===== src/rtl/prbs_sync_pkg.sv =====
package prbs_sync_pkg;
  typedef enum logic [1:0] {
    ST_SEED    = 2'd0,
    ST_CONFIRM = 2'd1,
    ST_LOCK    = 2'd2
  } sync_st_e;
endpackage


===== src/rtl/prbs_seek_fsm.sv =====
module prbs_seek_fsm
  import prbs_sync_pkg::*;
#(
  parameter int HIST_W   = 32,
  parameter int CONF_LEN = 50
) (
  input  logic                          clk_i,
  input  logic                          rst_ni,
  input  logic                          en_i,
  input  logic                          rx_i,
  input  logic [$clog2(HIST_W+1)-1:0]   order_i,
  input  logic [HIST_W-1:0]             taps_i,
  input  logic                          drop_i,
  output logic                          mismatch_o,
  output logic                          locked_o
);
  localparam int OW = $clog2(HIST_W + 1);
  localparam int CW = $clog2(CONF_LEN + 1);

  sync_st_e          st_q;
  logic [HIST_W-1:0] hist_q;
  logic [OW-1:0]     seed_q;
  logic [CW-1:0]     run_q;
  logic              pred;
  logic [OW:0]       seed_nxt;

  assign pred       = ^(hist_q & taps_i);
  assign mismatch_o = rx_i ^ pred;
  assign locked_o   = (st_q == ST_LOCK);
  assign seed_nxt   = (OW+1)'(seed_q) + (OW+1)'(1);

  always_ff @(posedge clk_i or negedge rst_ni) begin
    if (!rst_ni) begin
      st_q   <= ST_SEED;
      hist_q <= '0;
      seed_q <= '0;
      run_q  <= '0;
    end else if (en_i) begin
      unique case (st_q)
        ST_SEED: begin
          hist_q <= {hist_q[HIST_W-2:0], rx_i};
          if (seed_nxt >= {1'b0, order_i}) begin
            st_q  <= ST_CONFIRM;
            run_q <= '0;
          end else begin
            seed_q <= seed_q + 1'b1;
          end
        end
        ST_CONFIRM: begin
          hist_q <= {hist_q[HIST_W-2:0], rx_i};
          if (mismatch_o) begin
            st_q   <= ST_SEED;
            seed_q <= '0;
          end else if (run_q == CW'(CONF_LEN - 1)) begin
            st_q <= ST_LOCK;
          end else begin
            run_q <= run_q + 1'b1;
          end
        end
        ST_LOCK: begin
          if (drop_i) begin
            st_q   <= ST_SEED;
            seed_q <= '0;
            hist_q <= {hist_q[HIST_W-2:0], rx_i};
          end else begin
            // free-run on the local copy so line errors do not propagate
            hist_q <= {hist_q[HIST_W-2:0], pred};
          end
        end
        default: st_q <= ST_SEED;
      endcase
    end
  end
endmodule


===== src/rtl/err_density_win.sv =====
module err_density_win #(
  parameter int WIN    = 64,
  parameter int THRESH = 6
) (
  input  logic                       clk_i,
  input  logic                       rst_ni,
  input  logic                       step_i,
  input  logic                       err_i,
  input  logic                       clr_i,
  output logic                       drop_o,
  output logic [$clog2(WIN+1)-1:0]   pop_o
);
  localparam int PW = $clog2(WIN + 1);

  logic [WIN-1:0] win_q;
  logic [PW-1:0]  pop_q;
  logic [PW-1:0]  pop_nxt;

  assign pop_nxt = pop_q + PW'(err_i) - PW'(win_q[WIN-1]);
  assign drop_o  = step_i && (pop_nxt >= PW'(THRESH));
  assign pop_o   = pop_q;

  always_ff @(posedge clk_i or negedge rst_ni) begin
    if (!rst_ni) begin
      win_q <= '0;
      pop_q <= '0;
    end else if (clr_i || drop_o) begin
      win_q <= '0;
      pop_q <= '0;
    end else if (step_i) begin
      win_q <= {win_q[WIN-2:0], err_i};
      pop_q <= pop_nxt;
    end
  end
endmodule


===== src/rtl/sat_acc.sv =====
module sat_acc #(
  parameter int W = 48
) (
  input  logic         clk_i,
  input  logic         rst_ni,
  input  logic         inc_i,
  input  logic         snap_i,
  output logic [W-1:0] acc_o,
  output logic [W-1:0] hold_o
);
  always_ff @(posedge clk_i or negedge rst_ni) begin
    if (!rst_ni) begin
      acc_o  <= '0;
      hold_o <= '0;
    end else if (snap_i) begin
      hold_o <= acc_o;
      acc_o  <= W'(inc_i);
    end else if (inc_i && (acc_o != '1)) begin
      acc_o <= acc_o + 1'b1;
    end
  end
endmodule


===== src/rtl/prbs_sync_mon.sv =====
module prbs_sync_mon #(
  parameter int HIST_W   = 32,
  parameter int CONF_LEN = 50,
  parameter int WIN      = 64,
  parameter int THRESH   = 6,
  parameter int CNT_W    = 48
) (
  input  logic                          clk_i,
  input  logic                          rst_ni,
  input  logic                          en_i,
  input  logic                          rx_i,
  input  logic [$clog2(HIST_W+1)-1:0]   order_i,
  input  logic [HIST_W-1:0]             taps_i,
  input  logic                          latch_i,
  output logic                          locked_o,
  output logic                          los_o,
  output logic [CNT_W-1:0]              bit_cnt_o,
  output logic [CNT_W-1:0]              err_cnt_o
);
  localparam int PW = $clog2(WIN + 1);

  logic             mismatch, drop, latch_q, latch_edge, los_q;
  logic [PW-1:0]    pop_w;
  logic [CNT_W-1:0] bit_acc, err_acc;

  assign latch_edge = latch_i & ~latch_q;
  assign los_o      = los_q;

  always_ff @(posedge clk_i or negedge rst_ni) begin
    if (!rst_ni) begin
      latch_q <= 1'b0;
      los_q   <= 1'b0;
    end else begin
      latch_q <= latch_i;
      los_q   <= drop;
    end
  end

  prbs_seek_fsm #(.HIST_W(HIST_W), .CONF_LEN(CONF_LEN)) u_fsm (
    .clk_i, .rst_ni, .en_i, .rx_i, .order_i, .taps_i,
    .drop_i     (drop),
    .mismatch_o (mismatch),
    .locked_o   (locked_o)
  );

  err_density_win #(.WIN(WIN), .THRESH(THRESH)) u_win (
    .clk_i, .rst_ni,
    .step_i (en_i & locked_o),
    .err_i  (mismatch),
    .clr_i  (~locked_o),
    .drop_o (drop),
    .pop_o  (pop_w)
  );

  sat_acc #(.W(CNT_W)) u_bits (
    .clk_i, .rst_ni,
    .inc_i  (en_i),
    .snap_i (latch_edge),
    .acc_o  (bit_acc),
    .hold_o (bit_cnt_o)
  );

  sat_acc #(.W(CNT_W)) u_errs (
    .clk_i, .rst_ni,
    .inc_i  (en_i & locked_o & mismatch),
    .snap_i (latch_edge),
    .acc_o  (err_acc),
    .hold_o (err_cnt_o)
  );
endmodule


===== config.mk =====
export PLATFORM = sky130hd
export DESIGN_NAME = prbs_sync_mon
export DESIGN_NICKNAME = d
export VERILOG_FILES = /design/src/rtl/prbs_sync_pkg.sv /design/src/rtl/prbs_seek_fsm.sv /design/src/rtl/err_density_win.sv /design/src/rtl/sat_acc.sv /design/src/rtl/prbs_sync_mon.sv
export SDC_FILE = /design/constraint.sdc
export NUM_CORES = 1
export LEC_CHECK = 0
export CORE_ASPECT_RATIO = 1.5
export CORE_MARGIN = 4
export CORE_UTILIZATION = 62
export CTS_CLUSTER_SIZE = 25
export DETAILED_ROUTE_END_ITERATION = 7
export PLACE_DENSITY = 0.86
export SKIP_CTS_REPAIR_TIMING = 1
export SYNTH_ARGS = -nofsm -noshare
export SYNTH_HDL_FRONTEND = slang
export SYNTH_SLANG_ARGS = --single-unit

===== constraint.sdc =====
create_clock -name clk_i -period 11.9 [get_ports clk_i]
set_clock_uncertainty 0.05 [all_clocks]
set_input_delay 1.19 -clock clk_i [delete_from_list [all_inputs] [get_ports clk_i]]
set_output_delay 1.19 -clock clk_i [all_outputs]
set_load 0.02 [all_outputs]

==> metrics <==
die span in x=131 um; Reg area=7780 um^2; num ports=141; Worst Setup Start Kind=input pin; RSZ-0062 raised after global routing=no; full die area=roughly 25000 um^2; maximum clock rate=between 0.15 and 0.2 GHz; vias in the first global route=roughly 11000; multi-input combinational cell area=just under 6000 um^2; Via density=5.79; CTS tree=yes; initial antenna violation count=0; Root Buffer=clkbuf_16; mapped cell area=between 10000 and 15000 um^2; count leader, synth=nand2_1; CTS Buf Count=28; ys async rst share=100%; fin area=16500 um^2; Final GP Congestion=about 0.89; Max Cap Viol=0; post-synthesis xor/xnor area fraction=6.04%; Req. time, crit path=about 12 ns; Simple-Gate Fraction of Synth Area=between 20% and 30%; Power per Cell Area=between 150 and 200 nW/um^2; largest net degree at the start of global routing=190; Net Count, Synth=roughly 1500; FILL cells=approximately 1500; first-pass GRT wire length=about 51000 um; Compound-Gate Fraction of Synth Area=under 10%; Max IR drop VDD=about 0.43 mV; Max-slew headroom=18.0%; synth cell count leaders=nand2_1 (357), dfrtp_1 (311), nor2_1 (77); initial core utilization=between 60% and 70%; num rows=67; DP HPWL=20200 um; register area share after synthesis=a little under three fifths; DRC Markers=0; Layout area overhead=18.1%; top cells by area, synth=dfrtp_1 (56%), nand2_1 (9.6%), a22o_1 (4.2%), xnor2_1 (3.3%), mux2_2 (2.5%); kind of end point of the critical path=register; Least-Margin Pin Slew=between 1 and 1.5 ns; Crit Path Category=in2reg; Ys Warns=0; Avg Cell Area, Syn=9.91 um^2; Clock Path Buffers=3; share of layout cells above drive strength 1=approximately 6.2%; final setup vio count=0; Hold WC Path Type=reg2reg; Final Hold Viols=0; gr ovfl total=0; Synth top area share=55.6%; First-pass DRT Iterations=5; Final ANT Viol Nets=0; Distinct cells, synth=slightly below 50; Yosys reg bits=just over 300; Buffers on Ports=140; drt wl/cell=~17 um; fin crit period=5.61 ns; Final Max Slew Viols=0; Final period util=47.1%; gr usage total=about a quarter; fraction of synthesized area in multiplexers=2.93%; Clock Sink Count=just over 300; status=finished clean; Total Routed Length=just over 30000 um; leading area contributor after synthesis=dfrtp_1; starting DRC count in detailed routing=approximately 800; ANT cells=0; H-tree levels=1; Crit Path Max Fanout=21; setup TNS=0 ns; leakage power=7.61 nW; largest family of logic cells by synthesized area=simple AND/OR/NAND/NOR gates; WP data arrival=between 6 and 7 ns; commonest register cell after synthesis=dfrtp_1; Die Ht=about 190 um; core box area=around 22000 um^2; Worst-Skew Late Latency=0.54 ns; adder-cell share of the synthesized area=between 2 and 2.5%; detailed-route via count=10500; fin nets=between 1500 and 2000; Post-synth EDFFs=0; cells after synthesis=around 1400; Placed Area=~16000 um^2; Clk pin slew, worst setup/hold paths=0.06 ns
final timing paths:
path / startpoint / cells past startpoint / endpoint / slack, ns
max in group asynchronous: rst_ni / 2 / u_win.pop_o[3]$_DFFE_PN0P_ / 9.54
worst max register to register: u_fsm.hist_q[22]$_DFFE_PN0P_ / 19 / u_fsm.seed_q[2]$_DFFE_PN0P_ / 7.00
min in group asynchronous: rst_ni / 1 / u_bits.hold_o[21]$_DFFE_PN0P_ / 0.68
worst max-delay path: taps_i[26] / 20 / u_fsm.seed_q[2]$_DFFE_PN0P_ / 6.29
worst min register to register: u_bits.hold_o[16]$_DFFE_PN0P_ / 2 / u_bits.hold_o[16]$_DFFE_PN0P_ / 0.42
worst min-delay path: u_bits.hold_o[16]$_DFFE_PN0P_ / 2 / u_bits.hold_o[16]$_DFFE_PN0P_ / 0.42
per-layer routing:
| layer | up-vias | GRT usage (%) | routed length (um) |
|---|---|---|---|
| li1 | 5006 | - | - |
| met3 | 58 | 3.17 | 1300 |
| met1 | 5179 | 31.2 | 12200 |
| met2 | 267 | 43.5 | 16000 |
| met5 | - | 0 | 0 |
| met4 | 0 | 7.64 | 779 |
through the flow:
step                util (%)  instances  power [W]  worst slack [ns]  hold slack [ns]
floorplan                  -       1411    0.00179              6.99            0.412
global placement        69.8       1763    0.00199              5.94            0.407
detailed placement      69.8       1763    0.00200              5.80            0.411
CTS                     74.1       1814    0.00295              6.32            0.426
global route            74.1       1814    0.00308              5.97            0.443
finish                  74.1       1814    0.00293              6.29            0.421
cells in the final DEF, fill, tap and decap left out, types with 3 or more instances in the layout:
| cell type | instances |
|---|---|
| mux2_2 | 31 |
| or4_1 | 6 |
| nor2_1 | 77 |
| a211oi_1 | 3 |
| o31ai_1 | 6 |
| inv_1 | 34 |
| nand2b_1 | 9 |
| nand4_1 | 33 |
| nor4_1 | 11 |
| or2_2 | 4 |
| clkdlybuf4s50_1 | 139 |
| and4_1 | 10 |
| nand4b_1 | 5 |
| a21o_1 | 9 |
| and2_1 | 14 |
| buf_4 | 7 |
| ha_1 | 22 |
| a21oi_1 | 47 |
| xor2_1 | 39 |
| nor3_1 | 20 |
| o21ai_0 | 57 |
| clkbuf_16 | 29 |
| nand2_1 | 357 |
| or3_1 | 29 |
| mux2i_1 | 6 |
| clkinv_2 | 5 |
| clkbuf_8 | 9 |
| nand3_1 | 39 |
| a22o_1 | 67 |
| xnor2_1 | 53 |
| clkbuf_1 | 5 |
| dfrtp_1 | 311 |
| and3_1 | 15 |
state kept, by name, indices dropped and copies added (netlist names):
signal / count
u_errs.acc_o: 48
u_bits.hold_o: 48
u_errs.hold_o: 48
latch_q: 1
los_o: 1
u_fsm.hist_q: 32
u_fsm.seed_q: 6
u_bits.acc_o: 48
u_win.pop_o: 7
u_fsm.run_q: 6
u_win.win_q: 64
u_fsm.st_q: 2
final cells by class:
cell class / instances / share of cell area, %
tap: 276 / 2.09
sequential: 311 / 47.1
multi-input combinational: 994 / 35.3
inverter: 34 / 0.773
clock inverter: 8 / 0.560
clock buffer: 43 / 5.26
timing repair buffer: 148 / 8.95
where the power goes:
group	switching (W)	internal (W)	leakage (nW)
Clock	0.000384	0.000544	0.476
Combinational	0.000524	0.000292	2.88
Sequential	0.0000604	0.00112	4.26
Total	0.000968	0.00196	7.61
critical path, cell delays in order:
cell and delay [ns]:
clkdlybuf4s50_1 0.46, nand2_1 0.06, xor2_1 0.17, xnor2_1 0.29, xnor2_1 0.16, xnor2_2 0.17
xnor3_1 0.29, buf_4 0.26, inv_1 0.27, ha_1 0.32, fa_1 0.40, a21o_1 0.20
a21oi_1 0.21, a211oi_1 0.08, o2111ai_1 0.27, nor2_1 0.11, and2_1 0.21, a2111o_1 0.50
o21a_1 0.22, o21ai_0 0.13
kinds of logic (layout without fill, tap and decap cells):
logic type | after synthesis | in the layout
compound gates | 203 | 203
xor+xnor | 94 | 94
fa+ha+maj | 23 | 23
buf+inv | 106 | 233
flops | 311 | 311
mux | 37 | 37
simple gates | 637 | 637
Note: power is estimated with default switching activity, not from simulation.
